## src/rtl/pfd_pkg.sv

```systemverilog
package pfd_pkg;

    // Charge-pump drive request as seen at the block's edge
    typedef enum logic [1:0] {
        DRV_HIZ  = 2'b00,
        DRV_UP   = 2'b01,
        DRV_DOWN = 2'b10
    } drive_t;

    // Comparator core state: which side leads, last oscillator sample
    typedef struct packed {
        logic lead;
        logic lag;
        logic fvn_prev;
    } pfd_state_t;

endpackage

```

## src/rtl/pfd_ref_div.sv

```systemverilog
module pfd_ref_div #(
    parameter int unsigned W = 16
) (
    input  logic         clk,
    input  logic         rst_n,
    input  logic         en,
    input  logic [W-1:0] ratio,
    output logic         fc_tick
);
    localparam logic [W-1:0] ONE = W'(1);

    typedef struct packed {
        logic [W-1:0] cnt;
    } div_state_t;

    div_state_t st_d, st_q;

    always_comb begin
        st_d    = st_q;
        fc_tick = en && (st_q.cnt == '0);
        if (!en) begin
            st_d.cnt = '0;
        end else if (fc_tick) begin
            st_d.cnt = (ratio > ONE) ? (ratio - ONE) : '0;
        end else begin
            st_d.cnt = st_q.cnt - ONE;
        end
    end

    always_ff @(posedge clk or negedge rst_n) begin
        if (!rst_n) st_q <= '0;
        else        st_q <= st_d;
    end


    reload_ratio_chk: assert property (@(posedge clk) disable iff (!rst_n)
        (en && fc_tick && (ratio > ONE)) |=> (st_q.cnt == $past(ratio) - ONE));

endmodule

```

## src/rtl/pfd_core.sv

```systemverilog
module pfd_core
    import pfd_pkg::*;
(
    input  logic clk,
    input  logic rst_n,
    input  logic en,
    input  logic fc_tick,
    input  logic fvn,
    output logic lead,
    output logic lag
);
    pfd_state_t st_d, st_q;
    logic fvn_rise;
    logic ref_set;
    logic var_set;

    always_comb begin
        st_d          = st_q;
        fvn_rise      = en && fvn && !st_q.fvn_prev;
        ref_set       = st_q.lead || fc_tick;
        var_set       = st_q.lag  || fvn_rise;
        st_d.fvn_prev = fvn;
        if (!en || (ref_set && var_set)) begin
            st_d.lead = 1'b0;
            st_d.lag  = 1'b0;
        end else begin
            st_d.lead = ref_set;
            st_d.lag  = var_set;
        end
    end

    always_ff @(posedge clk or negedge rst_n) begin
        if (!rst_n) st_q <= '0;
        else        st_q <= st_d;
    end

    assign lead = st_q.lead;
    assign lag  = st_q.lag;


    excl_side_chk: assert property (@(posedge clk) disable iff (!rst_n)
        !(st_q.lead && st_q.lag));


    coincide_quiet_chk: assert property (@(posedge clk) disable iff (!rst_n)
        (en && fc_tick && fvn_rise && !st_q.lead && !st_q.lag) |=> (!lead && !lag));


    idle_clear_chk: assert property (@(posedge clk) disable iff (!rst_n)
        !en |=> (!lead && !lag));

endmodule

```

## src/rtl/pfd_out_map.sv

```systemverilog
module pfd_out_map
    import pfd_pkg::*;
(
    input  logic lead,
    input  logic lag,
    input  logic pol,
    output logic up_en,
    output logic dn_en,
    output logic ld_n
);
    drive_t drv;

    always_comb begin
        drv = DRV_HIZ;
        if (lead && !lag)      drv = pol ? DRV_UP : DRV_DOWN;
        else if (lag && !lead) drv = pol ? DRV_DOWN : DRV_UP;
        up_en = (drv == DRV_UP);
        dn_en = (drv == DRV_DOWN);
        ld_n  = (drv == DRV_HIZ);
    end

endmodule

```

## src/rtl/pfd_phase_cmp.sv

```systemverilog
module pfd_phase_cmp #(
    parameter int unsigned R_WIDTH = 16
) (
    input  logic               clk_ref,
    input  logic               rst_n,
    input  logic               enable,
    input  logic [R_WIDTH-1:0] r_ratio,
    input  logic               polarity,
    input  logic               fvn_in,
    output logic               up_en,
    output logic               dn_en,
    output logic               ld_n
);
    logic fc_tick;
    logic lead;
    logic lag;

    pfd_ref_div #(.W(R_WIDTH)) u_div (
        .clk     (clk_ref),
        .rst_n   (rst_n),
        .en      (enable),
        .ratio   (r_ratio),
        .fc_tick (fc_tick)
    );

    pfd_core u_core (
        .clk     (clk_ref),
        .rst_n   (rst_n),
        .en      (enable),
        .fc_tick (fc_tick),
        .fvn     (fvn_in),
        .lead    (lead),
        .lag     (lag)
    );

    pfd_out_map u_map (
        .lead  (lead),
        .lag   (lag),
        .pol   (polarity),
        .up_en (up_en),
        .dn_en (dn_en),
        .ld_n  (ld_n)
    );


    pump_onehot_chk: assert property (@(posedge clk_ref) disable iff (!rst_n)
        $onehot0({up_en, dn_en}));


    ld_tracks_pump_chk: assert property (@(posedge clk_ref) disable iff (!rst_n)
        (up_en || dn_en) |-> !ld_n);

endmodule

```

## config.mk

```make
export PLATFORM = sky130hd
export DESIGN_NAME = pfd_phase_cmp
export DESIGN_NICKNAME = d
export VERILOG_FILES = /design/src/rtl/pfd_pkg.sv /design/src/rtl/pfd_ref_div.sv /design/src/rtl/pfd_core.sv /design/src/rtl/pfd_out_map.sv /design/src/rtl/pfd_phase_cmp.sv
export SDC_FILE = /design/constraint.sdc
export NUM_CORES = 1
export LEC_CHECK = 0
export BUFFER_PORTS_ARGS = -buffer_cell sky130_fd_sc_hd__buf_4
export CORE_UTILIZATION = 30
export CTS_BUF_LIST = sky130_fd_sc_hd__clkbuf_4 sky130_fd_sc_hd__clkbuf_8
export DETAILED_ROUTE_END_ITERATION = 8
export PLACE_DENSITY = 0.58
export SYNTH_ARGS = -nofsm -noshare
export SYNTH_HDL_FRONTEND = slang
export SYNTH_HIERARCHICAL = 1
export SYNTH_SLANG_ARGS = --single-unit
```

## constraint.sdc

```tcl
create_clock -name clk_ref -period 5.8 [get_ports clk_ref]
set_input_delay 0.58 -clock clk_ref [delete_from_list [all_inputs] [get_ports clk_ref]]
set_output_delay 0.58 -clock clk_ref [all_outputs]
set_load 0.05 [all_outputs]
```

==> impl_metrics.ini, run 1 <==
[outcome]
run_status = complete, no violations

[clock_network]
cts_resized = 0
htree_levels = 1
insertion_delay_ns = 0.26
tritoncts = yes
clk_path_buf_depth = 2
cts_root_buffer = clkbuf_8
clock_sinks = 19
cts_hold_buffers = 0
cts_made_buffers = 3
postCtsSetupRepairBufs = 0
path_clk_slew_ns = 0.08

[logic_synthesis]
post-synth-top-count-cell = dfrtp_1
synth_edf_count = 0
dominantRegCellSynth = dfrtp_1
ys_seq_elements = 19
synth_top_area_share_pct = 32.04
syn_area_um2 = 1484
synth_top_area_cell = dfrtp_1
synth_common_cells = 19 x dfrtp_1, 18 x nor2_1, 14 x xnor2_1
yosys_warnings = 6
synth_cell_types = 43
synth_area_per_cell_um2 = 8.431
async_flop_share_pct = 100.0
seq_area_frac_synth_pct = 32.04
synth_nets = 201
synth_area_leaders = dfrtp_1 32%, xnor2_1 8.3%, nor2_1 4.6%, xor2_1 4.1%, nor4_1 3.8%
synth_cells = 176

[floorplanning]
fp.dieH_um = 72.33
die-area_um2 = 5232
start_util_pct = 31.21
coreArea_um2 = 4755
pin_count = 24
dieWidth_um = 72.33
placementRows = 25

[global_routing]
antenna_found_initial = 0
grt_overflow = 0
grtUsageTotal_pct = 14.39
grt_first_pass_wirelength_mm = 5.954
grt_max_degree = 20
grt_pass1_vias = 1308

[drt]
wire_per_inst_um = 13.20
viasPerCell = 4.977
dr.pass1.iters = 4
drc = 0
vias = 1319
drtAntennaViolNets = 0
route.final.wire_length_mm = 3.498
drtIter0Drc = 37

[sta]
finalCritPeriodShare_pct = 41.03
rsz0062_at_grt = false
hold_viol = 0
fin_crit_ns = 2.380
finalMaxSlewViolations = 0
fin_tns_setup_ns = 0
clock.fmax_mhz = 420.2
finalClockSkew_ns = 0.003727
final.setup.worst_slack_ns = 3.420
worstMarginPinSlew_ns = 0.9877
relSlewSlack_pct = 33.55
setup_viol = 0

[hold_path]
hp-class = in2async

[final_layout]
nNetsFinal = 224
fillerInstances = 534
fin_util_pct = 36.92
diodes = 0
area_growth_pct = 18.30
drive_gt1_share_pct = 18.69
fin_area_um2 = 1755

[worst_setup_path]
path_class = reg2reg
crit_chain = or4_1 -> or4_4 -> or3_1 -> nand2_1
slowest_stage = or4_4
critPathRequiredTime_ns = 6.00
setup.worst_path.end_class = flop
start_kind = flop
crit_path_max_fanout = 16
arrival_ns = 2.58
slowest_delay_ns = 0.69

[place]
place_area_um2 = 1709
pre_cts_slack_ns = 3.223
place_hpwl_mm = 2.677
numPortBuffers = 23
gp_congestion = 0.8458

[job]
maxCapViolCount = 0

[power_and_ir_drop]
intPower_uw = 360.9
power.switching_uw = 275.4
power.share.sequential_pct = 32.6
pwr-share-clk_pct = 14.8
switching_share_pct = 43.28
power_frac_comb_pct = 52.6
p_per_area_nw_per_um2 = 362.5
vdd_drop_max_mv = 0.1106
leakage_nw = 0.7498
[power groups by stage]
stage	Sequential, mW	Clock, mW	Combinational (mW)
global placement	0.208	0	0.335
floorplan	0.197	0	0.267
finish	0.208	0.0941	0.335
global route	0.214	0.103	0.375
CTS	0.207	0.0960	0.335
detailed placement	0.209	0	0.333
[metal layers]
| metal | share of wire (%) | wire, um | up-vias | track usage [%] |
|---|---|---|---|---|
| li1 | - | - | 679 | - |
| met1 | 50 | 1755 | 616 | 19.95 |
| met2 | 47 | 1636 | 20 | 23.88 |
| met3 | 1.9 | 68 | 4 | 1.250 |
| met4 | 1.1 | 38 | 0 | 4.139 |
| met5 | 0 | 0 | - | 0 |
[cell usage in the layout (no fill, tap or decap), types with 3 or more instances in the layout]
| cell type | synthesis | layout |
|---|---|---|
| buf_4 | 0 | 24 |
| dfrtp_1 | 19 | 19 |
| nor2_1 | 18 | 18 |
| xnor2_1 | 14 | 14 |
| nand3_1 | 11 | 11 |
| nand2_1 | 11 | 11 |
| nor4_1 | 9 | 9 |
| nor3_1 | 9 | 9 |
| xor2_1 | 7 | 7 |
| o21ai_1 | 6 | 6 |
| inv_1 | 5 | 5 |
| o21a_1 | 5 | 5 |
| or3_1 | 4 | 4 |
| o21ai_0 | 4 | 4 |
| a21oi_1 | 4 | 4 |
| o31ai_1 | 4 | 4 |
| ha_1 | 4 | 4 |
| clkbuf_8 | 0 | 3 |
| or4_1 | 3 | 3 |
| nand4_1 | 3 | 3 |
| nand2b_1 | 3 | 3 |
[flip-flops by register name (all words and copies together), names as in the netlist]
signal and flops:
u_div/st_q 16, u_core/st_q 1, u_core/lag 1, u_core/lead 1
[stage by stage]
stage	instances	total power, mW	hold slack [ns]
global route	265	0.6919	0.2009
global placement	261	0.5431	0.4716
detailed placement	261	0.5425	0.4739
CTS	265	0.6378	0.1962
floorplan	176	0.4631	0.2844
finish	265	0.6363	0.1876
[path summary, 6_finish.rpt]
kind                       slack (ns)              to          start  depth (start not counted)
hold reg to reg                  0.51     u_core/lead     u_core/lag                          1
max in group asynchronous        5.40  u_div/st_q[15]          rst_n                          1
setup reg to reg                 3.42   u_div/st_q[6]  u_div/st_q[4]                          4
setup / recovery                 3.42   u_div/st_q[6]  u_div/st_q[4]                          4
min in group clk_ref             0.44  u_core/st_q[0]         fvn_in                          1
hold / removal                   0.19   u_div/st_q[3]          rst_n                          1
[area by class of cell]
class / count / area, um^2 / share of cell area (%)
Sequential cell: 19 / 475.5 / 27.08
Multi-Input combinational cell: 145 / 947.2 / 53.96
Clock buffer: 3 / 41.29 / 2.352
Inverter: 6 / 22.52 / 1.283
Timing Repair Buffer: 24 / 180.2 / 10.26
Tap cell: 67 / 83.83 / 4.775
Clock inverter: 1 / 5.005 / 0.2851
[worst max-delay path: cells and delay by family (launching register included)]
family,cells,cell delay [ns]
AND/OR/NAND/NOR,4,1.90
flip-flops,1,0.42
[kinds of logic (layout without fill, tap and decap cells)]
kind of cell    count (synthesis)  after routing  synth area share, %
compound gates                 31             31                13.83
mux                             3              3                2.108
xor+xnor                       21             21                12.39
fa+ha+maj                       4              4                3.373
flops                          19             19                32.04
simple gates                   86             86                32.12
buf+inv                        12             34                4.131
Note: power is estimated with default switching activity, not from simulation.
==> inputs of run 2 (changes only) <==
==> constraint.sdc (replaced) <==
create_clock -name clk_ref -period 2.35 [get_ports clk_ref]
set_input_delay 0.235 -clock clk_ref [delete_from_list [all_inputs] [get_ports clk_ref]]
set_output_delay 0.235 -clock clk_ref [all_outputs]
set_load 0.05 [all_outputs]
==> impl_metrics.ini, run 2 (synthesis gave the netlist of run 1 again) <==
[worst_setup_path]
setup.worst_path.end_class = flop
worst-path-buf-inv = 0
critPathTopFamily = simple AND/OR/NAND/NOR gates
crit_chain = or3_1 -> or2_2 -> or4_4 -> or3_1 -> nand2_1
crit_path_max_fanout = 16
path_class = reg2reg
critPathRequiredTime_ns = 2.54
slowest_delay_ns = 0.61
crit_top_cell = or3_1
arrival_ns = 2.44
start_kind = flop
slowest_stage = or4_4

[global_routing]
grt_pass1_vias = 1297
grt_max_degree = 20
grtUsageTotal_pct = 14.38
grt_overflow = 0
grt_first_pass_wirelength_mm = 5.858
antenna_found_initial = 0

[floorplanning]
fp.dieH_um = 72.33
coreArea_um2 = 4755
die-area_um2 = 5232
dieWidth_um = 72.33
start_util_pct = 31.21
placementRows = 25
pin_count = 24

[clock_network]
insertion_delay_ns = 0.25
htree_levels = 1
path_clk_slew_ns = 0.07
clock_sinks = 19
tritoncts = yes
cts_made_buffers = 3
cts_root_buffer = clkbuf_8
clk_path_buf_depth = 2
cts_resized = 0

[place]
place_area_um2 = 1762
gp_congestion = 0.8381
numPortBuffers = 23
place_hpwl_mm = 2.699

[sta]
rsz0062_at_grt = false
clock.fmax_mhz = 444.8
setup_viol = 0
worstMarginPinSlew_ns = 0.6645
fin_tns_setup_ns = 0
relSlewSlack_pct = 55.36
finalClockSkew_ns = 0.001588
fin_crit_ns = 2.248
finalMaxSlewViolations = 0
hold_viol = 0
finalCritPeriodShare_pct = 95.67

[final_layout]
largest_register_ffs = 16
final_cell_mix = 31 x buf_4, 19 x dfrtp_1, 18 x nor2_1
drive_gt1_share_pct = 21.36
fin_area_um2 = 1821
final_common_cell = buf_4
nNetsFinal = 232
area_growth_pct = 22.68
diodes = 0
largest_register = u_div/st_q

[drt]
drtAntennaViolNets = 0
route.final.wire_length_mm = 3.475
drtIter0Drc = 55
drc = 0
viasPerCell = 4.982
dr.pass1.iters = 4
wire_per_inst_um = 12.73
vias = 1360

[hold_path]
hp-class = in2reg

[power_and_ir_drop]
p_per_area_nw_per_um2 = 895.1
total_power_mw = 1.630
vdd_drop_max_mv = 0.2520
leakage_nw = 0.7902

[outcome]
run_status = complete, no violations

[job]
maxCapViolCount = 0
[run 2: metrics by stage]
step                hold slack (ns)  worst slack (ns)  instances  utilization, %
floorplan                  -0.06059            0.1915        176               -
global placement             0.1252            0.1425        268           37.05
detailed placement           0.1206            0.1249        268           37.05
CTS                         0.09477            0.1064        273           38.29
global route                0.08187           0.01035        273           38.29
finish                      0.09949            0.1018        273           38.29
[run 2: metal layers]
layer,global-route usage [%],wire length (um),vias to the layer above,part of all wire (%)
li1,-,-,698,-
met1,19.41,1641,628,47
met2,23.26,1663,30,48
met3,1.667,121,4,3.5
met4,6.100,48,0,1.4
met5,0,0,-,0
[run 2: repair_timing]
item	CTS	global route
hold endpoints to repair	19	0
hold buffers	1	0
buffers inserted	0	0
[run 2: path summary, 6_finish.rpt]
kind | from | end | slack (ns) | cells after the start
worst max register to register | u_div/st_q[8] | u_div/st_q[6] | 0.10 | 5
worst max-delay path | u_div/st_q[8] | u_div/st_q[6] | 0.10 | 5
worst min-delay path | fvn_in | u_core/st_q[0] | 0.1 | 1
max in group asynchronous | rst_n | u_div/st_q[8] | 1.75 | 2
worst min register to register | u_core/lag | u_core/lead | 0.50 | 1
min in group asynchronous | rst_n | u_div/st_q[5] | 0.39 | 2
[run 2: where the power goes]
part           switching [mW]  internal, mW  leakage, nW
clock                   0.102         0.132       0.0262
sequential             0.0945         0.416        0.252
combinational           0.489         0.395        0.512
[run 2: final cells by class]
class	count	area, um^2
fill	521	2934
multi-input combinational	145	947.2
sequential	19	475.5
timing repair buffer	32	242.7
tap	67	83.83
clock buffer	4	48.80
inverter	6	22.52
